### config.mk
export PLATFORM = sky130hd
export DESIGN_NAME = xint_ctrl
export DESIGN_NICKNAME = d
export VERILOG_FILES = /design/src/rtl/xint_pkg.sv /design/src/rtl/xint_sync.sv /design/src/rtl/xint_detect.sv /design/src/rtl/xint_regs.sv /design/src/rtl/xint_group.sv /design/src/rtl/xint_ctrl.sv
export SDC_FILE = /design/constraint.sdc
export NUM_CORES = 1
export LEC_CHECK = 0
export BUFFER_PORTS_ARGS = -buffer_cell sky130_fd_sc_hd__buf_2
export CORE_UTILIZATION = 53
export DETAILED_ROUTE_END_ITERATION = 12
export HOLD_SLACK_MARGIN = 0.15
export PLACE_DENSITY = 0.79
export SLEW_MARGIN = 15
export SYNTH_ARGS = -nofsm -noshare
export SYNTH_HDL_FRONTEND = slang
export SYNTH_HIERARCHICAL = 1
export SYNTH_SLANG_ARGS = --single-unit
### constraint.sdc
create_clock -name clk -period 2.9 [get_ports clk]
set_clock_uncertainty 0.2 [all_clocks]
set_input_delay 0.29 -clock clk [delete_from_list [all_inputs] [get_ports clk]]
set_output_delay 0.29 -clock clk [all_outputs]
set_load 0.05 [all_outputs]
### src/rtl/xint_pkg.sv
package xint_pkg;
  localparam int NUM_LINES  = 16;
  localparam int TYPE_W     = 3;
  localparam int SLOT_W     = 4;
  localparam int PAIR_CNT   = NUM_LINES / 2;
  localparam int CFG_W      = PAIR_CNT * SLOT_W;
  localparam int DATA_W     = 32;
  localparam int ADDR_W     = 4;
  localparam int GROUP_CNT  = 3;

  localparam logic [ADDR_W-1:0] OFF_CFG  = 4'h0;
  localparam logic [ADDR_W-1:0] OFF_MASK = 4'h4;
  localparam logic [ADDR_W-1:0] OFF_PEND = 4'h8;

  typedef enum logic [TYPE_W-1:0] {
    TRIG_LOW  = 3'b000,
    TRIG_HIGH = 3'b001,
    TRIG_FALL = 3'b010,
    TRIG_RISE = 3'b100,
    TRIG_BOTH = 3'b110
  } trig_e;

  // evaluate one line against its pair's trigger type
  function automatic logic trig_hit(input logic [TYPE_W-1:0] code,
                                    input logic cur, input logic prev);
    logic r;
    case (code)
      TRIG_LOW:  r = ~cur;
      TRIG_HIGH: r = cur;
      TRIG_FALL: r = prev & ~cur;
      TRIG_RISE: r = ~prev & cur;
      TRIG_BOTH: r = prev ^ cur;
      default:   r = 1'b0;
    endcase
    return r;
  endfunction

  // bits kept in the configuration register: low TYPE_W bits of each slot
  function automatic logic [CFG_W-1:0] cfg_keep();
    logic [CFG_W-1:0] k;
    k = '0;
    for (int p = 0; p < PAIR_CNT; p++)
      for (int b = 0; b < TYPE_W; b++)
        k[p*SLOT_W + b] = 1'b1;
    return k;
  endfunction
endpackage

### src/rtl/xint_sync.sv
module xint_sync #(
  parameter int W = 16
) (
  input  logic         clk,
  input  logic         rst_n,
  input  logic [W-1:0] async_in,
  output logic [W-1:0] sync_out
);
  logic [W-1:0] stage1;

  always_ff @(posedge clk or negedge rst_n) begin
    if (!rst_n) begin
      stage1   <= '0;
      sync_out <= '0;
    end else begin
      stage1   <= async_in;
      sync_out <= stage1;
    end
  end
endmodule

### src/rtl/xint_detect.sv
module xint_detect
  import xint_pkg::*;
#(
  parameter int N = NUM_LINES
) (
  input  logic                  clk,
  input  logic                  rst_n,
  input  logic [N-1:0]          lvl,
  input  logic [(N/2)*SLOT_W-1:0] cfg,
  output logic [N-1:0]          hit
);
  localparam int PAIRS = N / 2;

  logic [N-1:0] prev_q;

  always_ff @(posedge clk or negedge rst_n) begin
    if (!rst_n) prev_q <= '0;
    else        prev_q <= lvl;
  end

  for (genvar p = 0; p < PAIRS; p++) begin : g_pair
    logic [TYPE_W-1:0] code;
    assign code = cfg[p*SLOT_W +: TYPE_W];
    for (genvar j = 0; j < 2; j++) begin : g_line
      assign hit[2*p+j] = trig_hit(code, lvl[2*p+j], prev_q[2*p+j]);
    end
  end
endmodule

### src/rtl/xint_regs.sv
module xint_regs
  import xint_pkg::*;
#(
  parameter int N = NUM_LINES
) (
  input  logic                    clk,
  input  logic                    rst_n,
  input  logic                    bus_sel,
  input  logic                    bus_wr,
  input  logic [ADDR_W-1:0]       bus_addr,
  input  logic [DATA_W-1:0]       bus_wdata,
  output logic [DATA_W-1:0]       bus_rdata,
  input  logic [N-1:0]            hit,
  output logic [(N/2)*SLOT_W-1:0] cfg_q,
  output logic [N-1:0]            mask_q,
  output logic [N-1:0]            pend_q
);
  localparam int CW = (N/2)*SLOT_W;
  localparam logic [CW-1:0] KEEP = cfg_keep();

  logic wr_cfg, wr_mask, wr_pend;
  logic [N-1:0] clr_bits;

  assign wr_cfg  = bus_sel && bus_wr && (bus_addr == OFF_CFG);
  assign wr_mask = bus_sel && bus_wr && (bus_addr == OFF_MASK);
  assign wr_pend = bus_sel && bus_wr && (bus_addr == OFF_PEND);
  assign clr_bits = wr_pend ? bus_wdata[N-1:0] : '0;

  always_ff @(posedge clk or negedge rst_n) begin
    if (!rst_n) begin
      cfg_q  <= '0;
      mask_q <= '1;
      pend_q <= '0;
    end else begin
      if (wr_cfg)  cfg_q  <= bus_wdata[CW-1:0] & KEEP;
      if (wr_mask) mask_q <= bus_wdata[N-1:0];
      // a new event wins over a clear in the same cycle
      pend_q <= (pend_q & ~clr_bits) | hit;
    end
  end

  always_comb begin
    bus_rdata = '0;
    if (bus_sel && !bus_wr) begin
      case (bus_addr)
        OFF_CFG:  bus_rdata[CW-1:0] = cfg_q;
        OFF_MASK: bus_rdata[N-1:0]  = mask_q;
        OFF_PEND: bus_rdata[N-1:0]  = pend_q;
        default:  bus_rdata = '0;
      endcase
    end
  end
endmodule

### src/rtl/xint_group.sv
module xint_group
  import xint_pkg::*;
#(
  parameter int N      = NUM_LINES,
  parameter int A_LAST = 3,
  parameter int B_LAST = 11
) (
  input  logic [N-1:0]         pend,
  input  logic [N-1:0]         mask,
  output logic [GROUP_CNT-1:0] grp
);
  localparam int LO [GROUP_CNT] = '{0, A_LAST + 1, B_LAST + 1};
  localparam int HI [GROUP_CNT] = '{A_LAST, B_LAST, N - 1};

  function automatic logic [N-1:0] span(input int lo, input int hi);
    logic [N-1:0] s;
    s = '0;
    for (int i = 0; i < N; i++)
      if (i >= lo && i <= hi) s[i] = 1'b1;
    return s;
  endfunction

  logic [N-1:0] live;
  assign live = pend & ~mask;

  for (genvar g = 0; g < GROUP_CNT; g++) begin : g_grp
    localparam logic [N-1:0] SEL = span(LO[g], HI[g]);
    assign grp[g] = |(live & SEL);
  end
endmodule

### src/rtl/xint_ctrl.sv
module xint_ctrl
  import xint_pkg::*;
#(
  parameter int N      = NUM_LINES,
  parameter int A_LAST = 3,
  parameter int B_LAST = 11
) (
  input  logic                 clk,
  input  logic                 rst_n,
  input  logic [N-1:0]         ext_pin,
  input  logic                 bus_sel,
  input  logic                 bus_wr,
  input  logic [ADDR_W-1:0]    bus_addr,
  input  logic [DATA_W-1:0]    bus_wdata,
  output logic [DATA_W-1:0]    bus_rdata,
  output logic [GROUP_CNT-1:0] grp_irq
);
  localparam int CW = (N/2)*SLOT_W;

  logic [N-1:0]  pin_sync;
  logic [N-1:0]  hit_vec;
  logic [CW-1:0] cfg_q;
  logic [N-1:0]  mask_q;
  logic [N-1:0]  pend_q;

  xint_sync #(.W(N)) u_sync (
    .clk(clk), .rst_n(rst_n), .async_in(ext_pin), .sync_out(pin_sync)
  );

  xint_detect #(.N(N)) u_detect (
    .clk(clk), .rst_n(rst_n), .lvl(pin_sync), .cfg(cfg_q), .hit(hit_vec)
  );

  xint_regs #(.N(N)) u_regs (
    .clk(clk), .rst_n(rst_n), .bus_sel(bus_sel), .bus_wr(bus_wr),
    .bus_addr(bus_addr), .bus_wdata(bus_wdata), .bus_rdata(bus_rdata),
    .hit(hit_vec), .cfg_q(cfg_q), .mask_q(mask_q), .pend_q(pend_q)
  );

  xint_group #(.N(N), .A_LAST(A_LAST), .B_LAST(B_LAST)) u_group (
    .pend(pend_q), .mask(mask_q), .grp(grp_irq)
  );
endmodule

==> results_dict.tcl, run 1 <==
set metrics [dict create \
    outcome "complete, no violations" \
    drive_above_1_share 0.300 \
    rsz0062_at_grt "false" \
    grt_pass1_vias 4091 \
    globalRouteOverflowTotal 0 \
    cts.clk_slew.worst_paths_ps 90 \
    io_pins 91 \
    clockBufferDepth 2 \
    dp_hpwl_microns 7920 \
    nets 684 \
    vias_per_cell 5.47 \
    die_area_sq_um 10600 \
    htreeDepth 3 \
    yosysWarnings 6 \
    antenna_found_initial 0 \
    core_sq_um 9820 \
    num-fill-cells 768 \
    holdPathStages 0 \
    portBuffers 82 \
    worst_setup_path_start_kind "input pin" \
    path_class "input pin to output pin" \
    fin_crit_ps 2820 \
    start_util 0.548 \
    final_cell_mix "dfrtp_1, buf_2, inv_1, dlygate4sd3_1, mux2_2" \
    grt_usage 0.242 \
    grt_pass1_wl_microns 19200 \
    critPathMaxFanout 11 \
    cts_sinks 104 \
    fmax_mhz 354 \
    drt-wirelength-per-cell_microns 16.3 \
    finalNonFillerCells 733 \
    reg2reg_slack_ps 1200 \
    finalHoldViolCount 0 \
    clockPowerShare 0.284 \
    grt_max_degree 56 \
    drv_slew 0 \
    firstDrtPassIters 5 \
    hp-class "register to register" \
    startpoint "bus_sel" \
    power_frac_seq 0.522 \
    fin_tns_setup_ps 0 \
    avgSynthCellArea_sq_um 11.6 \
    tritoncts "built" \
    antennaDiodeCount 0 \
    required_ps 2410 \
    power_frac_comb 0.194 \
    dieHeight_microns 103 \
    r2r-start "u_sync/sync_out[14]" \
    first_iter_violations 180 \
    setup_violations 0 \
    area_growth_pct 22.9 \
    p_leak_nw 3.20 \
    total_power_mw 3.51 \
    reg2regPathDepth 5 \
    fin_crit_sh 0.973 \
    ant_nets 0 \
    die_x_microns 103 \
    num_rows 36 \
    p_per_area_nw_per_um2 530 \
    synth_area_sq_um 5380 \
    gp_congestion 0.824 \
    tightest_slew_ps 727 \
    cts_buffers 9 \
    ir_drop_mv 0.309 \
    clock_latency_ps 370 \
    wl_microns 11900 \
    slew_headroom 0.516 \
    internal-power_mw 2.54 \
    root_buffer "clkbuf_8" \
    regArea_sq_um 2620 \
    cts_resized 0 \
    power_switching_uw 963 \
    dp.cells 671 \
    hold_path_startpoint "u_sync/stage1[14]" \
    num_vias 4011 \
    drcViolationCount 0 \
    maxCapViolCount 0 \
    p_sw_frac 0.275 \
    netlist_instances 464 \
    multi_input_area_sq_um 2440 \
    worstPathArrival_ps 2330 \
    endpoint_kind "output pin" \
    final_common_cell "dfrtp_1" \
]
[final timing paths]
kind	to
max in group asynchronous	u_regs/cfg_q[17]
worst min-delay path	u_sync/sync_out[14]
worst max-delay path	bus_rdata[11]
worst max register to register	u_regs/pend_q[14]
min in group asynchronous	u_detect/prev_q[0]
worst min register to register	u_sync/sync_out[14]
[area by class of cell]
class / instances / share of cell area
Clock buffer: 12 / 0.0234
Timing Repair Buffer: 136 / 0.143
Clock inverter: 3 / 0.00983
Multi-Input combinational cell: 287 / 0.369
Inverter: 58 / 0.0329
Tap cell: 133 / 0.0252
Sequential cell: 104 / 0.396
[sequential cells by signal (all words and copies together) (netlist names)]
register / count
u_detect/prev_q: 16
u_sync/stage1: 16
u_regs/pend_q: 16
u_regs/cfg_q: 24
u_regs/mask_q: 16
u_sync/sync_out: 16
[timing repair]
item | in CTS | in global routing
hold buffers | 46 | 0
endpoints found under the hold margin | 110 | 0
endpoints found under the setup margin | 0 | 2
buffers inserted | 0 | 1
[per-stage QoR]
stage	cell area, sq um	util	worst slack [ps]	hold WS [ps]
4_1_cts	6610	0.673	85.8	158
3_5_place_dp	5930	0.604	641	136
5_1_grt	6620	0.674	23.2	172
3_3_place_gp	5930	0.604	672	133
2_1_floorplan	5400	-	546	-206
6_report	6620	0.674	78.2	155
[per-layer routing]
| layer | vias to the layer above | part of all wire | wire length (microns) | track usage |
|---|---|---|---|---|
| li1 | 1884 | - | - | - |
| met1 | 1948 | 0.43 | 5110 | 0.300 |
| met2 | 152 | 0.49 | 5820 | 0.410 |
| met3 | 27 | 0.060 | 709 | 0.0468 |
| met4 | 0 | 0.023 | 277 | 0.113 |
| met5 | - | 0 | 0 | 0 |
[power groups by stage]
stage          Clock, mW  Combinational (mW)  Sequential, mW
2_1_floorplan          0               0.475            1.79
3_3_place_gp           0               0.599            1.84
3_5_place_dp           0               0.625            1.86
4_1_cts             1.02               0.678            1.83
5_1_grt             1.09               0.747            1.86
6_report           0.994               0.682            1.83
[critical path, cell delays in order]
cell and delay (ps):
dlygate4sd3_1 520, buf_2 260, nor4b_1 310, nand2_1 230, buf_4 240, nor2_1 170, buf_2 290
No activity file was read; power rests on OpenSTA's default activity.
==> run 2, diff against run 1 <==
--- a/config.mk
+++ b/config.mk
@@ -9,7 +9,7 @@
 export CORE_UTILIZATION = 53
 export DETAILED_ROUTE_END_ITERATION = 12
 export HOLD_SLACK_MARGIN = 0.15
-export PLACE_DENSITY = 0.79
+export PLACE_DENSITY = 0.8
 export SLEW_MARGIN = 15
 export SYNTH_ARGS = -nofsm -noshare
 export SYNTH_HDL_FRONTEND = slang
==> run 2 against run 1 <==
- non-clock buffer count decreased by 4
- final area down 0.87%
- total power down 4.5%
- via count shrank 2.0%
- utilization decreased by 0.59 points
- critical endpoint is now grp_irq[1]
- first-iteration DRC count is 23% higher
- sequential power barely moved
- worst setup slack better by 490 ps
- highest routed layer unchanged
==> results_dict.tcl, run 2 (synthesis gave the netlist of run 1 again) <==
set metrics [dict create \
    outcome "complete, no violations" \
    drcViolationCount 0 \
    worst_setup_path_start_kind "register" \
    rsz0062_at_grt "false" \
    regArea_sq_um 2620 \
    critPathMaxStageDelay_ps 590 \
    portBuffers 82 \
    grt_usage 0.235 \
    fin_crit_sh 0.805 \
    antenna_found_initial 0 \
    htreeDepth 3 \
    globalRouteOverflowTotal 0 \
    area_growth_pct 21.8 \
    num-fill-cells 773 \
    dp_hpwl_microns 7830 \
    antennaDiodeCount 0 \
    reg2regPathDepth 6 \
    grt_pass1_wl_microns 18700 \
    start_util 0.548 \
    fmax_mhz 428 \
    root_buffer "clkbuf_8" \
    clockBufferDepth 2 \
    cp_slowest_cell "or4_1" \
    crit_family "simple AND/OR/NAND/NOR gates" \
    p_leak_nw 3.16 \
    largest_reg_flops 24 \
    num_vias 3929 \
    firstDrtPassIters 4 \
    drive_above_1_share 0.298 \
    clock_latency_ps 370 \
    multi_input_area_sq_um 2440 \
    final_cell_mix "dfrtp_1, buf_2, inv_1, dlygate4sd3_1, mux2_2" \
    critPathMaxFanout 3 \
    path_cells "o22ai_1, or4_1, buf_2" \
    wl_microns 11500 \
    core_sq_um 9820 \
    io_pins 91 \
    drt-wirelength-per-cell_microns 15.7 \
    required_ps 2410 \
    grt_pass1_vias 3957 \
    path_buf_inv 1 \
    endpoint_kind "output pin" \
    die_x_microns 103 \
    setup_violations 0 \
    nets 680 \
    gp_congestion 0.843 \
    p_per_area_nw_per_um2 511 \
    path_class "register to output pin" \
    cp.depth 3 \
    die_area_sq_um 10600 \
    maxCapViolCount 0 \
    tightest_slew_ps 601 \
    vias_per_cell 5.38 \
    slew_headroom 0.599 \
    first_iter_violations 222 \
    total_power_mw 3.35 \
    final_common_cell "dfrtp_1" \
    fin_crit_ps 2340 \
    ir_drop_mv 0.292 \
    holdPathStages 0 \
    grt_max_degree 59 \
    hp-class "register to register" \
    cts.clk_slew.worst_paths_ps 90 \
    fin_tns_setup_ps 0 \
    num_rows 36 \
    cts_buffers 9 \
    cts_resized 0 \
    dieHeight_microns 103 \
    worstPathArrival_ps 1850 \
    drv_slew 0 \
    tritoncts "built" \
    ant_nets 0 \
    finalHoldViolCount 0 \
    cts_sinks 104 \
    regMostFlops "u_regs/cfg_q" \
]
==> run 2: timing repair <==
action	CTS	global route
buffers inserted	0	0
endpoints found under the hold margin	118	0
hold buffers	45	0
==> run 2: per-layer routing <==
layer  share of wire  track usage  vias up  routed length [microns]
li1                -            -     1877                        -
met1            0.42        0.295     1908                     4880
met2            0.51        0.411      129                     5810
met3           0.054       0.0400       15                      621
met4           0.015       0.0823        0                      174
met5               0            0        -                        0
==> run 2: final cells by class <==
cell class | count | area share
clock buffer | 11 | 0.0216
clock inverter | 5 | 0.00630
inverter | 58 | 0.0332
multi-input combinational | 287 | 0.373
sequential | 104 | 0.400
tap | 133 | 0.0254
timing repair buffer | 132 | 0.141
==> run 2: final timing paths <==
check	from	endpoint	slack (ps)
worst max-delay path	u_regs/mask_q[6]	grp_irq[1]	560
worst min-delay path	u_sync/stage1[14]	u_sync/sync_out[14]	150
worst max register to register	u_sync/sync_out[9]	u_regs/pend_q[9]	1170
worst min register to register	u_sync/stage1[14]	u_sync/sync_out[14]	150
max in group asynchronous	rst_n	u_regs/mask_q[10]	1460
min in group asynchronous	rst_n	u_detect/prev_q[0]	240
==> run 2: per-stage QoR <==
stage | area [sq um] | util | setup slack (ps) | std cells | hold slack [ps]
final | 6560 | 0.668 | 565 | 730 | 153
after global routing | 6560 | 0.668 | 522 | 730 | 167
after CTS | 6560 | 0.668 | 581 | 730 | 157
after detailed placement | 5930 | 0.603 | 591 | 669 | 131
after global placement | 5930 | 0.603 | 624 | 669 | 128
after floorplan | 5400 | - | 546 | 467 | -206
==> run 2: report_power, final <==
| part | internal [mW] | total (mW) | switching, mW |
|---|---|---|---|
| clock network | 0.342 | 0.848 | 0.505 |
| logic | 0.385 | 0.674 | 0.289 |
| registers | 1.63 | 1.83 | 0.198 |
| total | 2.36 | 3.35 | 0.993 |
==> run 3, diff against run 2 <==
--- a/config.mk
+++ b/config.mk
@@ -5,11 +5,12 @@
 export SDC_FILE = /design/constraint.sdc
 export NUM_CORES = 1
 export LEC_CHECK = 0
+export ABC_AREA = 1
 export BUFFER_PORTS_ARGS = -buffer_cell sky130_fd_sc_hd__buf_2
-export CORE_UTILIZATION = 53
+export CORE_UTILIZATION = 52
 export DETAILED_ROUTE_END_ITERATION = 12
 export HOLD_SLACK_MARGIN = 0.15
-export PLACE_DENSITY = 0.8
+export PLACE_DENSITY = 0.81
 export SLEW_MARGIN = 15
 export SYNTH_ARGS = -nofsm -noshare
 export SYNTH_HDL_FRONTEND = slang
==> constraint.sdc (replaced) <==
create_clock -name clk -period 2.1 [get_ports clk]
set_clock_uncertainty 0.2 [all_clocks]
set_input_delay 0.21 -clock clk [delete_from_list [all_inputs] [get_ports clk]]
set_output_delay 0.21 -clock clk [all_outputs]
set_load 0.05 [all_outputs]
==> run 3 against run 2 <==
- the flow now finishes with violations (design-rule violations)
- synthesized area grew 6.8%
- utilization shrank 1.5 points
- global-route usage grew 1.2 points
- routed wire length grew 17%
- sequential power grew 36%
- sequential cell count is the same
- count of clock-buffer cells in the layout shrank 1
- via count grew 33%
- worst setup slack lost 410 ps
- non-clock buffer count grew 15
- largest power group unchanged
==> results_dict.tcl, run 3 <==
set metrics [dict create \
    setup_violations 0 \
    die_x_microns 107 \
    place_area_sq_um 6330 \
    largest_reg_flops 24 \
    firstDrtPassIters 9 \
    drt-wirelength-per-cell_microns 12.9 \
    ant_nets 0 \
    final_cell_mix "nand2_1, inv_1, nand3_1, nor2_1, dfrtp_1" \
    postCtsSetupBuffers 0 \
    outcome "finished with violations" \
    power_switching_mw 1.60 \
    critPathMaxStageDelay_ps 560 \
    p_sw_frac 0.339 \
    hold_path_startpoint "u_sync/stage1[6]" \
    synth_area_sq_um 5750 \
    clockBufferDepth 2 \
    core_sq_um 10800 \
    io_pins 91 \
    violations "design-rule violations" \
    gp_congestion 0.855 \
    cp_slowest_cell "dfstp_2" \
    maxCapViolCount 0 \
    grt_usage 0.247 \
    fin_util 0.653 \
    drive_above_1_share 0.166 \
    fin_crit_sh 0.928 \
    reg2reg_slack_ps 660 \
    die_area_sq_um 11500 \
    num_rows 38 \
    p_leak_nw 3.77 \
    regMostFlops "u_regs/cfg_q" \
    fin_tns_setup_ps 0 \
    r2r-start "u_sync/sync_out[13]" \
    whs_ps 154 \
    design_area_sq_um 7040 \
    critPathMaxFanout 3 \
    grt_pass1_wl_microns 22100 \
    cts_sinks 104 \
    num_vias 5234 \
    antenna_found_initial 0 \
    power_frac_comb 0.218 \
    ir_drop_mv 0.366 \
    crit_family "flip-flops" \
    fin_ws_ps 152 \
    cts.hold.buffers_added 52 \
    grt_pass1_vias 4923 \
    first_iter_violations 276 \
    power_frac_seq 0.526 \
    post-place-ws_ps 256 \
    internal-power_mw 3.12 \
    reg2regPathDepth 7 \
    num-fill-cells 920 \
    clock_latency_ps 370 \
    avgSynthCellArea_sq_um 7.57 \
    dp_hpwl_microns 9080 \
    path_cells "nand3_1, a21oi_1, buf_2" \
    final_common_cell "nand2_1" \
    endpoint_kind "output pin" \
    drv_slew 0 \
    path_class "register to output pin" \
    cts_buffers 9 \
    portBuffers 82 \
    rsz0062_at_grt "false" \
    area_growth_pct 22.5 \
    grt_max_degree 43 \
    fin_crit_ps 1950 \
    dieHeight_microns 107 \
    wl_microns 13400 \
    tritoncts "built" \
    antennaDiodeCount 0 \
    clockPowerShare 0.256 \
    netlist_instances 760 \
    root_buffer "clkbuf_8" \
    yosysWarnings 6 \
    nets 983 \
    p_per_area_nw_per_um2 670 \
    fmax_mhz 513 \
    finalHoldViolCount 0 \
    htreeDepth 3 \
    hold_end "u_sync/sync_out[6]" \
    globalRouteOverflowTotal 0 \
    worst_setup_path_start_kind "register" \
    cts.clk_slew.worst_paths_ps 110 \
    hp-class "register to register" \
    worstPathArrival_ps 1540 \
    vias_per_cell 5.03 \
    drcViolationCount 1 \
    start_util 0.533 \
    cts_resized 0 \
    r2r_end "u_regs/pend_q[13]" \
    required_ps 1690 \
    path_buf_inv 1 \
    holdPathStages 0 \
]
## run 3: worst max path at each step
stage / startpoint / end / slack, ps / depth (start not counted)
3_5_place_dp: bus_addr[1] / bus_rdata[22] / 260 / 7
6_report: u_regs/mask_q[15] / bus_rdata[15] / 150 / 3
5_1_grt: u_regs/mask_q[11] / bus_rdata[11] / 60 / 3
2_1_floorplan: bus_addr[1] / bus_rdata[11] / 100 / 5
4_1_cts: u_regs/mask_q[7] / bus_rdata[7] / 130 / 3
3_3_place_gp: bus_addr[3] / bus_rdata[15] / 300 / 6
## run 3: metrics by stage
step           std cells  power (mW)
2_1_floorplan        763        3.13
3_3_place_gp         972        3.41
3_5_place_dp         972        3.46
4_1_cts             1040        4.73
5_1_grt             1040        5.00
6_report            1040        4.72
## run 3: final cells by class
type	count	area, sq um	share of cell area
Sequential cell	104	2620	0.372
Multi-Input combinational cell	496	2470	0.350
Timing Repair Buffer	147	1080	0.153
Inverter	137	514	0.0730
Tap cell	140	175	0.0249
Clock buffer	10	138	0.0195
Clock inverter	6	48.8	0.00693
## run 3: routing by layer
| metal | vias to the layer above | global-route usage | routed length (microns) |
|---|---|---|---|
| li1 | 2611 | - | - |
| met1 | 2406 | 0.314 | 5810 |
| met2 | 197 | 0.423 | 6590 |
| met3 | 20 | 0.0389 | 761 |
| met4 | 0 | 0.0930 | 223 |
| met5 | - | 0 | 0 |
## run 3: power by group through the flow
stage / registers (mW) / clock network (mW) / logic, mW
after floorplan: 2.45 / 0 / 0.683
final: 2.48 / 1.21 / 1.03
after global routing: 2.52 / 1.30 / 1.18
after detailed placement: 2.52 / 0 / 0.938
after global placement: 2.51 / 0 / 0.906
after CTS: 2.48 / 1.23 / 1.02
## run 3: worst register-to-register path: cells and delay by family, from the launching register on
family / cells / cell delay [ps]
buf+inv: 2 / 170
flops: 1 / 420
simple gates: 4 / 260
fa+ha+maj: 1 / 280
